==> src/rtl/li_node_pkg.sv <==
`timescale 1ns/1ps
package li_node_pkg;

  typedef enum logic {
    PH_EMIT   = 1'b0,
    PH_ABSORB = 1'b1
  } node_phase_e;

  // emit fires when the current token is not yet sent and the sink has room
  function automatic logic emit_fires(node_phase_e ph, logic room);
    return (ph == PH_EMIT) && room;
  endfunction

  // absorb fires once the token is out and the source holds data
  function automatic logic absorb_fires(node_phase_e ph, logic avail);
    return (ph == PH_ABSORB) && avail;
  endfunction

  function automatic node_phase_e phase_step(node_phase_e ph, logic emit, logic absorb);
    node_phase_e nxt;
    nxt = ph;
    if (emit)   nxt = PH_ABSORB;
    if (absorb) nxt = PH_EMIT;
    return nxt;
  endfunction

endpackage

==> src/rtl/li_node_ctrl.sv <==
`timescale 1ns/1ps
module li_node_ctrl
  import li_node_pkg::*;
(
  input  logic clk,
  input  logic rst_n,
  input  logic room,
  input  logic avail,
  output logic emit,
  output logic absorb
);

  node_phase_e phase_q;

  always_comb begin
    emit   = emit_fires(phase_q, room);
    absorb = absorb_fires(phase_q, avail);
  end

  always_ff @(posedge clk or negedge rst_n) begin
    if (!rst_n) phase_q <= PH_EMIT;
    else        phase_q <= phase_step(phase_q, emit, absorb);
  end

endmodule

==> src/rtl/li_node_chain.sv <==
`timescale 1ns/1ps
module li_node_chain #(
  parameter int              W         = 8,
  parameter int              STAGES    = 1,
  parameter logic [W-1:0]    HEAD_INIT = '0,
  parameter logic [W-1:0]    TAIL_INIT = '0
) (
  input  logic         clk,
  input  logic         rst_n,
  input  logic         load,
  input  logic [W-1:0] din,
  output logic [W-1:0] dout
);

  localparam int LAST = STAGES - 1;

  logic [W-1:0] stage_q [STAGES];

  for (genvar s = 0; s < STAGES; s++) begin : g_stage
    localparam logic [W-1:0] INIT = (s == LAST) ? TAIL_INIT : HEAD_INIT;
    logic [W-1:0] feed;
    if (s == 0) begin : g_head
      assign feed = din;
    end else begin : g_link
      assign feed = stage_q[s-1];
    end
    always_ff @(posedge clk or negedge rst_n) begin
      if (!rst_n)    stage_q[s] <= INIT;
      else if (load) stage_q[s] <= feed;
    end
  end

  assign dout = stage_q[LAST];

endmodule

==> src/rtl/li_reg_node.sv <==
`timescale 1ns/1ps
module li_reg_node #(
  parameter int           W         = 8,
  parameter int           STAGES    = 1,
  parameter logic [W-1:0] HEAD_INIT = '0,
  parameter logic [W-1:0] TAIL_INIT = '0
) (
  input  logic         clk,
  input  logic         rst_n,
  input  logic         src_avail,
  input  logic [W-1:0] src_data,
  output logic         src_take,
  input  logic         snk_room,
  output logic         snk_put,
  output logic [W-1:0] snk_data
);

  logic ev_emit;
  logic ev_absorb;

  li_node_ctrl u_ctrl (
    .clk    (clk),
    .rst_n  (rst_n),
    .room   (snk_room),
    .avail  (src_avail),
    .emit   (ev_emit),
    .absorb (ev_absorb)
  );

  li_node_chain #(
    .W         (W),
    .STAGES    (STAGES),
    .HEAD_INIT (HEAD_INIT),
    .TAIL_INIT (TAIL_INIT)
  ) u_chain (
    .clk   (clk),
    .rst_n (rst_n),
    .load  (ev_absorb),
    .din   (src_data),
    .dout  (snk_data)
  );

  assign snk_put  = ev_emit;
  assign src_take = ev_absorb;

endmodule

==> config.mk <==
export PLATFORM = sky130hd
export DESIGN_NAME = li_reg_node
export DESIGN_NICKNAME = d
export VERILOG_FILES = /design/src/rtl/li_node_pkg.sv /design/src/rtl/li_node_ctrl.sv /design/src/rtl/li_node_chain.sv /design/src/rtl/li_reg_node.sv
export SDC_FILE = /design/constraint.sdc
export NUM_CORES = 1
export LEC_CHECK = 0
export BUFFER_PORTS_ARGS = -buffer_cell sky130_fd_sc_hd__buf_2
export CORE_AREA = 2 2 39 41
export DETAILED_ROUTE_END_ITERATION = 6
export DIE_AREA = 0 0 41 43
export GPL_ROUTABILITY_DRIVEN = 0
export MAX_ROUTING_LAYER = met4
export PLACE_DENSITY = 0.58
export SETUP_SLACK_MARGIN = 0.15
export SLEW_MARGIN = 30
export SYNTH_ARGS = -nofsm -noshare
export SYNTH_HDL_FRONTEND = slang
export SYNTH_SLANG_ARGS = --single-unit
export TNS_END_PERCENT = 50
==> constraint.sdc <==
create_clock -name clk -period 2 [get_ports clk]
set_input_delay 0.3 -clock clk [delete_from_list [all_inputs] [get_ports clk]]
set_output_delay 0.3 -clock clk [all_outputs]
set_load 0.05 [all_outputs]
# [Word level (Yosys, flattened, before mapping)]
# Cells that the tools add are included.
[word_totals] regBits=9 in_bits=12 output_inout_bits=10 word_cells=8
[op_classes] muxes=2 bitwise_logic=1 reduce_logical=3
[op_table] operator="logical AND 1 bit" n=2
[op_table] operator="two-way mux 1 bit" n=2
[op_table] operator="nonzero test 2 bit" n=1
[op_table] operator="inverter 1 bit" n=1

# [Longest topological paths before layout]
[depth] word_depth=4 mapped_depth=2 ltp_nobuf=2

# [Cells and area by module]
# Synthesis repeated with hierarchy kept, for this count alone.
[unflattened] cells_unflattened=22 hier_area_um2=384.1
[modules_own_cells] mod="li_node_chain" instances=1 cells_each=17 area_each_um2=331.6 seq_area_each_um2=200.2
[modules_own_cells] mod="li_node_ctrl" instances=1 cells_each=5 area_each_um2=52.6 seq_area_each_um2=25.0

# [Worst setup path before layout]
# No wires, ideal clock.
[synth_timing] path_type="register to output" start="register u_ctrl.phase_q" end="output src_take" arrival_ps=792 setup_slack_ps=908 stages_incl_launch_ff=3 path_cell_list="dfrtp_1 nand2_4 inv_1"
[synth_via] elab_chain_cells=1
[synth_lines] element="from (decl)" line_no="li_node_ctrl.sv:13" rtl="node_phase_e phase_q;"
[synth_lines] element="from (signal assigned)" line_no="li_node_ctrl.sv:22" rtl="else phase_q <= phase_step(phase_q, emit, absorb);"
[synth_lines] element="logical AND 1 bit" line_no="li_node_pkg.sv:16" rtl="return (ph == PH_ABSORB) && avail;"
[synth_lines] element="to (decl)" line_no="li_reg_node.sv:12" rtl="output logic src_take,"
# Every way passes these cells.

# [Worst setup path in the final report]
[layout_timing] start="register u_ctrl.phase_q" end="output snk_put"
[layout_via] elab_chain_cells=2
[layout_lines] element="inverter 1 bit" line_no="li_node_pkg.sv:11" rtl="return (ph == PH_EMIT) && room;"
[layout_lines] element="logical AND 1 bit" line_no="li_node_pkg.sv:11"
[layout_lines] element="to (decl)" line_no="li_reg_node.sv:14" rtl="output logic snk_put,"
# Every way passes these cells.

==> metrics.md <==
| Metric | Value |
|---|---|
| Status | `finished, final reports clean` |
| Critical hold path startpoint | `src_data[2]` |
| Post-layout min period | `between 1000 and 1500 ps` |
| Total design power | `0.000668 W` |
| Worst path setup slack after routing | `between 500 and 600 ps` |
| Synthesis-stage register bit count | `9` |
| Count of H-tree levels built during CTS | `1` |
| Placed standard-cell area | `around 480 µm²` |
| Leading area contributor after synthesis | `sky130_fd_sc_hd__dfrtp_1` |
| Number of hold-slack violations in the final timing report | `0` |
| Fraction of the yosys area taken by sequential cells | `about 64%` |
| Overall die area | `between 0.0015 and 0.002 mm²` |
| Cell-by-cell listing of the critical path | `and2b_2 -> buf_2` |
| Number of buffers on the longest clock path | `2` |
| Post-layout utilization of the core | `37.1%` |
| Worst IR drop on VDD | `roughly 0.37 mV` |
| Most common cell in the netlist | `sky130_fd_sc_hd__dfrtp_1` |
| Number of distinct library cells after synthesis | `6` |
| Die H | `around 43 µm` |
| Initial detailed-routing violation count | `0` |
| Worst rel slew slack | `83.5%` |
| Syn_area_per_cell | `approximately 16 µm²` |
| CP Data Required Time | `roughly 1700 ps` |
| PwrDens | `between 1000 and 1500 mW/mm²` |
| Crit path DAT | `roughly 1200 ps` |
| Kind of start point of the critical path | `flop` |
| Area occupied by multi-input gates | `119 µm²` |
| EDFF count, synth | `0` |
| CTS tree | `yes` |
| Yosys warning total | `0` |
| Num CTS Buffers | `3` |
| Fraction of registers with async set/reset | `between 90% and 100%` |
| Number of max-cap violations | `0` |
| Critical-path maximum fanout | `3` |
| Maximum frequency from static timing analysis | `~690 MHz` |
| Insertion delay to the later sink of the worst-skew pair | `250 ps` |
| Accumulated negative setup slack | `0 ps` |
| Final period utilization | `around 72%` |
| WL/cell | `about 9.5 µm` |
| Reported leakage power | `between 0.2 and 0.3 nW` |
| Pre-CTS setup slack | `about 820 ps` |
| Via/cell ratio | `4.06` |
| Share of the synthesized area in the top cell type | `approximately 64%` |
| Post-CTS sizing | `0` |
| Number of sinks on the clock net | `9` |
| Post-route DRC violation count | `0` |
| Wire length of the first global-routing pass | `about 1.1 mm` |
| Fraction of layout instances using a drive strength above 1 | `72.9%` |
| Number of global-route vias before repair | `268` |
| Cell area after synthesis | `between 300 and 400 µm²` |
| Synthesized netlist net count | `34` |
| Std-Cell Core Area | `~0.0014 mm²` |
| First-pass iteration count of the detailed router | `1` |
| Largest cells by area after synthesis | `sky130_fd_sc_hd__dfrtp_1 64%, sky130_fd_sc_hd__mux2_2 26%, sky130_fd_sc_hd__nand2_4 3.2%, sky130_fd_sc_hd__a21o_2 2.5%, sky130_fd_sc_hd__and2b_2 2.5%` |
| Synth Instances | `22` |
| Least-Margin Pin Slew | `roughly 250 ps` |
| Number of diodes added for antenna fixing | `0` |
| P&R area growth vs syn | `45.9%` |
| Number of nets in the layout | `approximately 60` |
| Post-synth top cells | `9 x sky130_fd_sc_hd__dfrtp_1, 8 x sky130_fd_sc_hd__mux2_2, 2 x sky130_fd_sc_hd__inv_1` |
| Number of input and output port buffers inserted | `21` |
| Total length of routed wires | `610 µm` |
| Worst setup EP type | `output port` |
| Clock-pin slew reported for the worst setup and hold paths after clock tree synthesis | `around 60 ps` |
| Num rows | `14` |
| Sequential Area | `225 µm²` |
| Total number of vias | `between 200 and 300` |
| Main synth FF type | `sky130_fd_sc_hd__dfrtp_1` |
| RSZ-0062 raised after global routing | `no` |
| Pin count of the biggest net entering global routing | `10` |
| Crit-path max cell delay | `a little over 400 ps` |
| Overflow left after global routing | `0` |
| Number of antenna violations at the first check in global routing | `0` |
| Finished layout cell area | `around 500 µm²` |
| Starting utilization of the core area | `about a quarter` |
| Worst reg2reg startpoint | `u_ctrl.phase_q` |
| Cell type of the slowest stage on the worst timing path | `sky130_fd_sc_hd__dfrtp_1` |
| GRT Resource Usage Total | `under 10%` |
| Clk root buf | `sky130_fd_sc_hd__clkbuf_4` |
| Filler instances | `139` |
| Max-slew violation count | `0` |
| Kind of critical path | `flop to output port` |
| Launch point of the critical path | `u_ctrl.phase_q` |
| Final setup viols | `0` |
| Die outline width | `~41 µm` |
| Hold Crit Class | `input pin to flop` |
| Setup clock skew after layout | `4.46 ps` |
| IO Pins | `22` |
| Post-detailed-route count of antenna-violating nets | `0` |
[stage by stage]
step                      hold slack [ps]  cells
after detailed placement              163     59
after global routing                  270     64
after CTS                             270     64
after global placement                165     59
after floorplan                      4.41     22
final                                 279     64
[power breakdown]
group	switching, W	internal [W]
Clock	0.0000567	0.0000765
Combinational	0.000207	0.0000806
Sequential	0.0000202	0.000227
Total	0.000284	0.000384
[timing repair]
item | 4_1_cts | 5_1_grt
hold buffers | 1 | 0
setup buffers | 0 | 0
hold endpoints to repair | 9 | 0
[layout by cell type, fill, tap and decap left out, drive strengths merged]
cell         synthesis  final
buf                  0     21
dlygate4sd3          0      1
dfrtp                9      9
nand2                1      1
inv                  2      2
and2b                1      1
mux2                 8      8
clkbuf               0      4
a21o                 1      1
[metal layers]
metal | share of wire, % | up-vias | wire length (µm) | track usage [%]
met2 | 54 | 6 | 328 | 12.5
met4 | 0.98 | 0 | 6 | 6.00
li1 | - | 127 | - | -
met5 | 0 | - | 0 | -
met3 | 4.8 | 2 | 29 | 4.71
met1 | 40 | 125 | 244 | 11.7
[area by class of cell]
| type | instances | area share [%] |
|---|---|---|
| inverter | 2 | 1.46 |
| timing repair buffer | 22 | 22.4 |
| clock buffer | 4 | 5.12 |
| multi-input combinational | 11 | 23.2 |
| tap | 16 | 3.90 |
| sequential | 9 | 43.9 |
[final timing paths]
| path | slack, ps | cells past startpoint | to |
|---|---|---|---|
| min in group asynchronous | 420 | 2 | u_chain.dout[2] |
| max in group asynchronous | 1400 | 2 | u_ctrl.phase_q |
| worst min register to register | 500 | 1 | u_chain.dout[5] |
| worst max-delay path | 550 | 2 | snk_put |
| worst min-delay path | 280 | 2 | u_chain.dout[2] |
| worst max register to register | 990 | 2 | u_chain.dout[3] |
[logic make-up (layout without fill, tap and decap cells)]
group / after synthesis / in the layout / synth area share, %
flip-flops: 9 / 9 / 64.1
AO/OA/AOI/OAI: 1 / 1 / 2.49
multiplexers: 8 / 8 / 25.6
AND/OR/NAND/NOR: 2 / 2 / 5.69
buffers and inverters: 2 / 28 / 2.14
[critical path: cells and delay by family, from the launching register on]
kind / cells / cell delay (ps)
flops: 1 / 410
buf+inv: 1 / 260
simple gates: 1 / 230
[registers in the layout (all words and copies together), names as in the netlist]
signal,count
u_ctrl.phase_q,1
u_chain.dout,8
(Power assumes the default switching activity.)
